==> config.mk <==
export PLATFORM = sky130hd
export DESIGN_NAME = fspm_ctrl
export DESIGN_NICKNAME = d
export VERILOG_FILES = /design/src/rtl/fspm_pkg.sv /design/src/rtl/fspm_cmd_dec.sv /design/src/rtl/fspm_arm_timer.sv /design/src/rtl/fspm_out_gate.sv /design/src/rtl/fspm_ctrl.sv
export SDC_FILE = /design/constraint.sdc
export NUM_CORES = 1
export LEC_CHECK = 0
export ABC_CLOCK_PERIOD_IN_PS = 3960
export CAP_MARGIN = 10
export CORE_ASPECT_RATIO = 1.75
export CORE_MARGIN = 5
export CORE_UTILIZATION = 33
export DETAILED_ROUTE_END_ITERATION = 7
export SLEW_MARGIN = 15
export SYNTH_ARGS = -nofsm -noshare
export SYNTH_HDL_FRONTEND = slang
export SYNTH_SLANG_ARGS = --single-unit
==> constraint.sdc <==
create_clock -name clk -period 3.96 [get_ports clk]
set_input_delay 0.792 -clock clk [delete_from_list [all_inputs] [get_ports clk]]
set_output_delay 0.792 -clock clk [all_outputs]
set_load 0.03 [all_outputs]
==> src/rtl/fspm_pkg.sv <==
package fspm_pkg;

    localparam int CSR_W   = 8;
    localparam int CMD_W   = 4;
    localparam int FUNC_W  = 5;

    localparam int BIT_IE   = 7;
    localparam int BIT_BUSY = 6;
    localparam int BIT_PEN  = 0;

    localparam int CMD_LOAD  = 0;
    localparam int CMD_ERASE = 1;
    localparam int CMD_WRITE = 2;
    localparam int CMD_LOCK  = 3;

    localparam logic [CSR_W-1:0] KEEP_ALL = 8'h9F;
    localparam logic [CSR_W-1:0] KEEP_IE  = 8'h80;

    typedef enum logic [1:0] {
        ST_IDLE,
        ST_ARMED,
        ST_ISSUE,
        ST_BUSY
    } fspm_state_e;

    typedef enum logic [2:0] {
        OP_NONE,
        OP_LOAD,
        OP_ERASE,
        OP_WRITE,
        OP_LOCK,
        OP_REEN
    } fspm_op_e;

    typedef struct packed {
        fspm_state_e      st;
        fspm_op_e         op;
        logic [CSR_W-1:0] csr;
        logic             rww_busy;
        logic             buf_full;
        logic             discard;
        logic [CMD_W-1:0] cmd;
    } fspm_regs_t;

endpackage

==> src/rtl/fspm_cmd_dec.sv <==
module fspm_cmd_dec
    import fspm_pkg::*;
(
    input  logic [FUNC_W-1:0] func,
    output logic              arm_ok,
    output fspm_op_e          op
);

    localparam int NFN = FUNC_W - 1;

    logic [NFN-1:0] fn;
    assign fn = func[FUNC_W-1:1];

    always_comb begin
        arm_ok = func[0] && ($countones(fn) <= 1);
        op     = OP_NONE;
        if (arm_ok) begin
            op = OP_LOAD;
            for (int i = 0; i < NFN; i++) begin
                if (fn[i]) begin
                    unique case (i)
                        0:       op = OP_ERASE;
                        1:       op = OP_WRITE;
                        2:       op = OP_LOCK;
                        default: op = OP_REEN;
                    endcase
                end
            end
        end
    end

endmodule

==> src/rtl/fspm_arm_timer.sv <==
module fspm_arm_timer #(
    parameter int WIN = 4
) (
    input  logic clk,
    input  logic rst_n,
    input  logic start,
    input  logic run,
    output logic expire
);

    localparam int CNT_W = (WIN > 2) ? $clog2(WIN) : 1;
    localparam logic [CNT_W-1:0] LAST = CNT_W'(WIN - 1);

    logic [CNT_W-1:0] cnt_d, cnt_q;

    always_comb begin
        cnt_d = cnt_q;
        if (start) begin
            cnt_d = '0;
        end else if (run && cnt_q != LAST) begin
            cnt_d = cnt_q + 1'b1;
        end
    end

    assign expire = run && (cnt_q == LAST);

    always_ff @(posedge clk or negedge rst_n) begin
        if (!rst_n) begin
            cnt_q <= '0;
        end else begin
            cnt_q <= cnt_d;
        end
    end

endmodule

==> src/rtl/fspm_out_gate.sv <==
module fspm_out_gate (
    input  logic rww_busy,
    input  logic rd_req,
    input  logic ie,
    input  logic gie,
    input  logic pen,
    output logic rd_grant,
    output logic irq
);

    assign rd_grant = rd_req && !rww_busy;
    assign irq      = ie && gie && !pen;

endmodule

==> src/rtl/fspm_ctrl.sv <==
module fspm_ctrl
    import fspm_pkg::*;
#(
    parameter int ARM_WIN = 4
) (
    input  logic             clk,
    input  logic             rst_n,
    input  logic             reg_we,
    input  logic [CSR_W-1:0] reg_wdata,
    output logic [CSR_W-1:0] reg_rdata,
    input  logic             spm_strobe,
    input  logic             gie,
    input  logic             flash_busy,
    output logic [CMD_W-1:0] flash_cmd,
    output logic             buf_discard,
    input  logic             rww_rd_req,
    output logic             rww_rd_grant,
    output logic             irq
);

    fspm_regs_t d, q;

    logic     wr_arm_ok;
    fspm_op_e wr_op;
    logic     tmr_start;
    logic     tmr_run;
    logic     tmr_expire;

    fspm_cmd_dec u_dec (
        .func   (reg_wdata[FUNC_W-1:0]),
        .arm_ok (wr_arm_ok),
        .op     (wr_op)
    );

    assign tmr_start = reg_we && (q.st == ST_IDLE) && wr_arm_ok;
    assign tmr_run   = (q.st == ST_ARMED) && !spm_strobe;

    fspm_arm_timer #(.WIN(ARM_WIN)) u_tmr (
        .clk    (clk),
        .rst_n  (rst_n),
        .start  (tmr_start),
        .run    (tmr_run),
        .expire (tmr_expire)
    );

    always_comb begin
        d         = q;
        d.discard = 1'b0;

        if (reg_we) begin
            if (q.st == ST_IDLE) begin
                d.csr = reg_wdata & (wr_arm_ok ? KEEP_ALL : KEEP_IE);
                if (reg_wdata[4] && q.buf_full) begin
                    d.discard  = 1'b1;
                    d.buf_full = 1'b0;
                end
                if (wr_arm_ok) begin
                    d.st = ST_ARMED;
                    d.op = wr_op;
                end
            end else begin
                d.csr[BIT_IE] = reg_wdata[BIT_IE];
            end
        end

        unique case (q.st)
            ST_ARMED: begin
                if (spm_strobe) begin
                    d.st = ST_ISSUE;
                    unique case (q.op)
                        OP_LOAD: begin
                            d.cmd[CMD_LOAD] = 1'b1;
                            d.rww_busy      = 1'b0;
                            d.buf_full      = 1'b1;
                        end
                        OP_ERASE: begin
                            d.cmd[CMD_ERASE] = 1'b1;
                            d.rww_busy       = 1'b1;
                        end
                        OP_WRITE: begin
                            d.cmd[CMD_WRITE] = 1'b1;
                            d.rww_busy       = 1'b1;
                            d.buf_full       = 1'b0;
                        end
                        OP_LOCK: begin
                            d.cmd[CMD_LOCK] = 1'b1;
                        end
                        default: begin
                            d.rww_busy = 1'b0;
                            d.csr      = q.csr & KEEP_IE;
                            d.st       = ST_IDLE;
                        end
                    endcase
                end else if (tmr_expire) begin
                    d.csr = q.csr & KEEP_IE;
                    d.st  = ST_IDLE;
                end
            end
            ST_ISSUE: begin
                if (flash_busy) begin
                    d.cmd = '0;
                    d.st  = ST_BUSY;
                end
            end
            ST_BUSY: begin
                if (!flash_busy) begin
                    d.csr = d.csr & KEEP_IE;
                    d.st  = ST_IDLE;
                end
            end
            default: ;
        endcase
    end

    always_ff @(posedge clk or negedge rst_n) begin
        if (!rst_n) begin
            q <= '{st: ST_IDLE, op: OP_NONE, csr: '0, rww_busy: 1'b0,
                   buf_full: 1'b0, discard: 1'b0, cmd: '0};
        end else begin
            q <= d;
        end
    end

    assign reg_rdata   = q.csr | (CSR_W'(q.rww_busy) << BIT_BUSY);
    assign flash_cmd   = q.cmd;
    assign buf_discard = q.discard;

    fspm_out_gate u_gate (
        .rww_busy (q.rww_busy),
        .rd_req   (rww_rd_req),
        .ie       (q.csr[BIT_IE]),
        .gie      (gie),
        .pen      (q.csr[BIT_PEN]),
        .rd_grant (rww_rd_grant),
        .irq      (irq)
    );

endmodule

# Yosys cells after proc, flatten, opt, wreduce, memory -nomap -nowiden
# Index checks and enable logic that the tools add are counted.
word_totals:
  reg_bits: 22
  input_bits: 15
  out_inout_bits: 15
  elab_cells: 99
classes:
  add_sub_neg: 4
  magnitude_cmp: 1
  n_eq_ne: 17
  mux: 37
  bitwise_logic: 3
  n_reduce_logical: 25
op_table:
  columns: ["op", "count"]
  rows:
  - ["adder 32 bit", 1]
  - ["less-or-equal comparator 32 x 2 -> 1 bit, second input constant", 1]
  - ["2-to-1 mux 2 bit", 12]
  - ["2-to-1 mux 8 bit", 3]
  - ["one-hot mux 8 bit (2 select lines)", 1]
  - ["AND reduction 4 bit", 4]
  - ["2-to-1 mux 5 bit", 3]
  - ["2-to-1 mux 7 bit", 2]
  - ["2-to-1 mux 13 bit", 1]
  - ["logical AND 1 bit", 10]
  - ["bitwise AND 8 bit", 1]
  - ["2-to-1 mux 4 bit", 2]
  - ["!= test 2 x 1 -> 1 bit, second input constant", 4]
  - ["bitwise OR 8 x 7 -> 8 bit", 1]
  - ["one-hot mux 4 bit (2 select lines)", 1]
  - ["2-to-1 mux 1 bit", 7]
  - ["equality test 2 bit, second input constant", 3]
  - ["equality test 3 x 2 -> 1 bit, second input constant", 2]
  - ["2-to-1 mux 3 bit", 2]
  - ["!= test 2 bit, second input constant", 3]
  - ["!= test 3 bit, second input constant", 2]
  - ["one-hot mux 2 bit (3 select lines)", 1]
  - ["AND reduction 3 bit", 2]
  - ["adder 1 x 1 -> 2 bit", 2]
  - ["other kinds (12)", 16]

# Logic depth before layout (Yosys ltp)
# Gate-level depths: netlist (run 1).
logic_depth:
  ltp_word: 11
  depth_mapped: 9
  depth_no_buf: 8

# By module
# From an unflattened synthesis (run 1), not the netlist that was laid out.
hier_totals:
  cells_unflattened: 130
  area_unflattened_um2: 1302.5
modules_own_cells:
  columns: ["module", "n_inst", "cells_each", "area_per_inst_um2", "seq_area_each_um2"]
  rows:
  - ["fspm_ctrl", 1, 102, 1051.0, 500.5]
  - ["fspm_arm_timer", 1, 11, 131.4, 50.0]
  - ["fspm_cmd_dec", 1, 15, 105.1, 0.0]
  - ["fspm_out_gate", 1, 2, 15.0, 0.0]

# Least setup slack after synthesis (run 1)
# No wires, ideal clock.
synth_timing:
  kind: "in2reg"
  from: "in reg_wdata[2]"
  to: "reg q[16] (netlist name)"
  setup_ns: 0.125
  t_arrival_ns: 2.617
  t_required_ns: 3.835
  setup_slack_ns: 1.218
  cell_stages: 9
  path_buffers: 1
  cell_sequence: "inv_1 > ha_1 > ha_1 > inv_1 > fa_1 > and3_1 > clkbuf_1 > and2_2 > mux2_2"
synth_via:
  elab_chain_len: 5
  elab_cells_between_ends: 8
  cone_classes: "2 x add/sub; 1 x order compare; 3 x mux; 2 x reduce/logical"
synth_lines:
  columns: ["element", "line_no", "source"]
  rows:
  - ["start, declared", "fspm_ctrl.sv:9", "input logic [CSR_W-1:0] reg_wdata,"]
  - ["adder 1 x 1 -> 2 bit (implied by the code)", "fspm_cmd_dec.sv:15", "arm_ok = func[0] && ($countones(fn) <= 1);"]
  - ["adder 32 bit (implied by the code)", "fspm_cmd_dec.sv:15", null]
  - ["less-or-equal comparator 32 x 2 -> 1 bit", "fspm_cmd_dec.sv:15", null]
  - ["logical AND 1 bit", "fspm_cmd_dec.sv:15", null]
  - ["AND reduction 3 bit (no source line)", null, null]
  - ["end signal, assigned", "fspm_ctrl.sv:117", "q <= '{st: ST_IDLE, op: OP_NONE, csr: '0, rww_busy: 1'b0,"]
  - ["end, declared", "fspm_ctrl.sv:21", "fspm_regs_t d, q;"]
# Several ways; a longest one is shown, not always the timed one.
# A chain may end at the register's enable or synchronous reset.

# Worst setup path in the final report (run 1)
layout_timing:
  from: "in reg_wdata[4]"
  to: "reg q[16] (netlist name)"
# Same word-level chain as after synthesis.

==> flow_metrics.env, run 1 <==
export IMPL_worstPathArrival_ns=3.31
export IMPL_seq_area_frac_synth_pct=43.2
export IMPL_met3_usage_pct=0.845
export IMPL_worst_setup_path_end_kind="register"
export IMPL_tightestPinTransition_ns=1.00
export IMPL_die_w_um=57.0
export IMPL_vias=923
export IMPL_ctsHoldBuffers=0
export IMPL_post_cts_resized=0
export IMPL_r2r_cells=4
export IMPL_critPathRequiredTime_ns=4.11
export IMPL_h_tree_depth=1
export IMPL_postRouteAntennaNets=0
export IMPL_critPathMaxStageDelay_ns=0.61
export IMPL_slew_headroom_pct=32.9
export IMPL_hold_violations=0
export IMPL_die_h_um=92.2
export IMPL_yosys_top_cells_area="dfrtp_1 (43%), buf_4 (7.1%), ha_1 (6.9%)"
export IMPL_layoutNonFillerInstCount=190
export IMPL_dpl_hpwl_um=2020
export IMPL_syn_nets=153
export IMPL_timing_fmax_mhz=317
export IMPL_syn_avg_cell_area_um2=9.80
export IMPL_synthArstFlopShare_pct=100
export IMPL_reg2reg_from="u_tmr.cnt_q[0]"
export IMPL_path_cells="clkdlybuf4s50_1 -> inv_1 -> ha_1 -> ha_1 -> inv_1 -> fa_1 -> and3_1 -> and2_2 -> mux2_2"
export IMPL_ys_seq_elements=22
export IMPL_yosysTopAreaCell="dfrtp_1"
export IMPL_wl_um=2560
export IMPL_gr_usage_met1_pct=11.4
export IMPL_clock_sinks=22
export IMPL_setup_viol=0
export IMPL_post_cts_setup_buffer_count=0
export IMPL_p_int_uw=520
export IMPL_gp_congestion=0.736
export IMPL_combPwrFrac_pct=41.4
export IMPL_slew_violations=0
export IMPL_drtPass1Iterations=4
export IMPL_rsz0062_at_grt="no"
export IMPL_hold_depth=2
export IMPL_fp_coreArea_um2=3790
export IMPL_fin_skew_ns=0.00495
export IMPL_ys_top_cells_by_count="dfrtp_1 (22), nand2_1 (15), buf_4 (12), inv_1 (9), a21oi_1 (8)"
export IMPL_hp_start="flash_cmd[3]"
export IMPL_num_antenna_cells=0
export IMPL_yosysMostFrequentCell="dfrtp_1"
export IMPL_cpMaxStageDelayCell="clkdlybuf4s50_1"
export IMPL_cts_buffers=3
export IMPL_crit_cells=9
export IMPL_pwr_share_clk_pct=15.7
export IMPL_p_per_area_nw_per_um2=574
export IMPL_synth_top_area_share_pct=43.2
export IMPL_antenna_found_initial=0
export IMPL_rows=30
export IMPL_avgRoutedWirePerCell_um=13.5
export IMPL_dpl_cell_count=187
export IMPL_r2r_setup_slack_ns=2.24
export IMPL_criticalPathCategory="input port to register"
export IMPL_remaining_drc_errors=0
export IMPL_worstSetupStartpointType="input port"
export IMPL_syn_area_um2=1270
export IMPL_hp_class="register to register"
export IMPL_min_to="flash_cmd[3]"
export IMPL_syn2layout_area_growth_pct=19.0
export IMPL_clk_pin_slew_worst_paths_ns=0.08
export IMPL_grt_total_usage_pct=11.1
export IMPL_status="finished clean"
export IMPL_synthFlopType="dfrtp_1"
export IMPL_use_met2_pct=20.3
export IMPL_fin_nets=167
export IMPL_dieArea_um2=5250
export IMPL_synthDistinctLibCells=39
export IMPL_port_buffers=27
export IMPL_worst_path_buf_inv=3
export IMPL_drive_gt1_share_pct=7.75
export IMPL_max_cap_violations=0
export IMPL_ir_worst_vdd_mv=0.214
export IMPL_layout_min_cycle_time_ns=3.15
export IMPL_io_pins=30
export IMPL_cts_tree="yes"
export IMPL_synth_edf_count=0
export IMPL_grt_pass1_wl_um=4570
export IMPL_period_share_pct=79.7
export IMPL_crit_fanout=8
export IMPL_drtIter0Drc=17
export IMPL_p_sw_share_pct=40.2
export IMPL_grt_busiest_layer="met2"
export IMPL_cts_path_max_buffers=2
export IMPL_cp_top_family="adder cells"
export IMPL_synthesis_instances=130
export IMPL_p_leak_nw=0.689
export IMPL_grt_pass1_vias=1015
export IMPL_grt_max_degree=23
export IMPL_yosys_warnings=0
export IMPL_vias_per_cell=4.86
export IMPL_power_net_switching_uw=349
export IMPL_p_seq_share_pct=42.9
export IMPL_start_util_pct=33.6
export IMPL_r2r_end="u_tmr.cnt_q[0]"
export IMPL_insertion_delay_ns=0.26
export IMPL_overflow=0
export IMPL_cts_root_buf="clkbuf_8"
export IMPL_tns_ns=0
==> registers in the layout, summed over array words and instances, names as in the netlist <==
signal       count
buf_discard      1
u_tmr.cnt_q      2
q               15
flash_cmd        4
==> worst register-to-register path: stages (launching register included) <==
cell	delay, ns
dfrtp_1	0.40
ha_1	0.21
or4b_1	0.73
xor2_1	0.23
nor2_2	0.10
==> area by class of cell <==
type | count | area [µm²]
clock buffer | 3 | 41.3
inverter | 9 | 33.8
timing repair buffer | 27 | 270
fill | 381 | 2280
tap | 48 | 60.1
sequential | 22 | 551
multi-input combinational | 81 | 559
==> cell families (layout without fill, tap and decap cells) <==
group                      after synthesis  after routing  share of synthesized area (%)
AOI/OAI and AO/OA                       25             25                           13.0
buffers and inverters                   27             39                           12.9
DFF                                     22             22                           43.2
muxes                                    2              2                           1.67
and+or+nand+nor                         45             45                           20.1
adders and majority gates                8              8                           8.45
xor gates and xnor gates                 1              1                          0.688
==> stage by stage <==
step	utilization (%)	setup WS, ns	hold WS (ns)	total power [mW]	instance area [µm²]
floorplan	-	1.22	0.450	0.664	1270
global placement	38.9	0.567	0.466	0.733	1470
detailed placement	38.9	0.534	0.469	0.743	1470
CTS	40.0	0.803	0.488	0.883	1520
global route	40.0	0.629	0.512	0.935	1520
finish	40.0	0.805	0.483	0.870	1520
==> per-layer routing <==
layer | wire (µm) | share of wire [%] | vias to the layer above
li1 | - | - | 459
met1 | 980 | 38 | 433
met2 | 1400 | 55 | 22
met3 | 70 | 2.7 | 9
met4 | 110 | 4.3 | 0
met5 | 0 | 0 | -
==> power by group through the flow <==
stage / Combinational, mW / Clock (mW) / Sequential [mW]
after floorplan: 0.338 / 0 / 0.326
after global routing: 0.399 / 0.148 / 0.388
after detailed placement: 0.364 / 0 / 0.379
after global placement: 0.358 / 0 / 0.374
after CTS: 0.366 / 0.142 / 0.375
final: 0.360 / 0.136 / 0.373
==> cell usage in the layout, fill, tap and decap left out, types with 2 or more instances in the layout <==
cell and count:
a21o_1 2, ha_1 7, nor2_1 6, a21oi_1 8
dfrtp_1 22, nor3_1 2, nand3b_1 2, inv_1 9
clkbuf_8 3, nand2_1 15, nand3_1 6, and3_1 2
clkdlybuf4s50_1 27, a22oi_1 5, o21ai_0 4
==> how the worst max path moves through the flow <==
stage,startpoint,endpoint
floorplan,reg_wdata[2],q[16]
finish,reg_wdata[4],q[16]
CTS,reg_wdata[4],q[16]
global placement,reg_wdata[4],q[16]
detailed placement,reg_wdata[4],q[16]
global route,reg_wdata[4],q[16]
No activity file was read; power rests on OpenSTA's default activity.
==> run 2: changes to the inputs <==
Settings changed: ABC_CLOCK_PERIOD_IN_PS 3960 to 3270.
Clock period 3.96 ns to 3.27 ns, I/O delays scaled along.
==> flow_metrics.env, run 2 (synthesis results as in run 1) <==
export IMPL_avgRoutedWirePerCell_um=13.3
export IMPL_tightestPinTransition_ns=0.963
export IMPL_worstSetupStartpointType="input port"
export IMPL_layout_min_cycle_time_ns=2.78
export IMPL_max_cap_violations=0
export IMPL_grt_pass1_wl_um=4440
export IMPL_dpl_hpwl_um=2060
export IMPL_period_share_pct=84.9
export IMPL_io_pins=30
export IMPL_power_total_mw=1.05
export IMPL_largest_reg_flops=15
export IMPL_p_leak_nw=0.699
export IMPL_cts_root_buf="clkbuf_8"
export IMPL_ctsHoldBuffers=0
export IMPL_multi_input_area_um2=559
export IMPL_hold_violations=0
export IMPL_start_util_pct=33.6
export IMPL_fp_coreArea_um2=3790
export IMPL_hp_class="register to register"
export IMPL_setup_viol=0
export IMPL_cts_buffers=3
export IMPL_p_per_area_nw_per_um2=689
export IMPL_regMostFlops="q"
export IMPL_vias=914
export IMPL_timing_fmax_mhz=360
export IMPL_layoutNonFillerInstCount=192
export IMPL_worstPathArrival_ns=2.92
export IMPL_seq_area_um2=551
export IMPL_postRouteAntennaNets=0
export IMPL_drive_gt1_share_pct=9.03
export IMPL_dpl_worst_slack_ns=0.209
export IMPL_criticalPathCategory="input port to register"
export IMPL_post_cts_setup_buffer_count=0
export IMPL_rsz0062_at_grt="no"
export IMPL_drtPass1Iterations=4
export IMPL_crit_fanout=5
export IMPL_tns_ns=0
export IMPL_wl_um=2560
export IMPL_fin_nets=169
export IMPL_antenna_found_initial=0
export IMPL_die_w_um=57.0
export IMPL_insertion_delay_ns=0.26
export IMPL_port_buffers=27
export IMPL_drtIter0Drc=13
export IMPL_slew_violations=0
export IMPL_slew_headroom_pct=35.6
export IMPL_layout_common_cells="clkdlybuf4s50_1 (27), dfrtp_1 (22), nand2_1 (15)"
export IMPL_overflow=0
export IMPL_h_tree_depth=1
export IMPL_ir_worst_vdd_mv=0.248
export IMPL_die_h_um=92.2
export IMPL_cts_path_max_buffers=2
export IMPL_fillers=400
export IMPL_grt_pass1_vias=968
export IMPL_gp_congestion=0.753
export IMPL_syn2layout_area_growth_pct=20.1
export IMPL_clock_sinks=22
export IMPL_clk_pin_slew_worst_paths_ns=0.07
export IMPL_remaining_drc_errors=0
export IMPL_fin_skew_ns=0.00370
export IMPL_cts_tree="yes"
export IMPL_final_common_cell="clkdlybuf4s50_1"
export IMPL_critPathRequiredTime_ns=3.42
export IMPL_grt_max_degree=23
export IMPL_worst_setup_path_end_kind="register"
export IMPL_rows=30
export IMPL_dpl_cell_count=189
export IMPL_grt_total_usage_pct=10.7
export IMPL_vias_per_cell=4.76
export IMPL_dieArea_um2=5250
export IMPL_num_antenna_cells=0
export IMPL_finalWorstSetupSlack_ns=0.495
export IMPL_post_cts_resized=0
export IMPL_status="finished clean"
## run 2: changes by cell type in the layout (fill, tap and decap cells not counted), sizes merged
cell and delta:
buf +2
## run 2: cell type report
class	count	area share, %
clock buffer	3	2.70
inverter	9	2.21
multi-input combinational	81	36.5
sequential	22	36.0
tap	48	3.92
timing repair buffer	29	18.6
## run 2: final timing paths
path,from,end,slack [ns],cells after the start
min reg2reg,flash_cmd[3],flash_cmd[3],0.48,2
max reg2reg,u_tmr.cnt_q[0],u_tmr.cnt_q[0],1.55,4
min,flash_cmd[3],flash_cmd[3],0.48,2
max in group asynchronous,rst_n,q[9],1.75,1
max,reg_wdata[3],q[16],0.49,9
min in group asynchronous,rst_n,buf_discard,0.93,1
## run 2: routing by layer
layer  GRT usage, %  wire length (µm)
met5              0                 0
met2           19.8              1460
met1           10.9               936
met4           6.38                71
met3           1.41                92
## run 2: per-stage QoR
stage | util [%] | hold slack [ns] | cell area (µm²)
3_3_place_gp | 39.3 | 0.466 | 1490
5_1_grt | 40.4 | 0.508 | 1530
2_1_floorplan | - | 0.358 | 1270
4_1_cts | 40.4 | 0.491 | 1530
6_report | 40.4 | 0.482 | 1530
3_5_place_dp | 39.3 | 0.473 | 1490
## run 2: critical path: stages
cell and delay, ns:
clkdlybuf4s50_1 0.56, inv_1 0.06, ha_1 0.27, ha_1 0.14, inv_1 0.05, fa_1 0.47
and3_1 0.17, and2_2 0.20, mux2_2 0.34
## run 2: power breakdown
part | leakage (nW) | internal [mW] | switching [mW]
logic | 0.389 | 0.197 | 0.242
clock network | 0.0216 | 0.0820 | 0.0789
registers | 0.289 | 0.353 | 0.0998
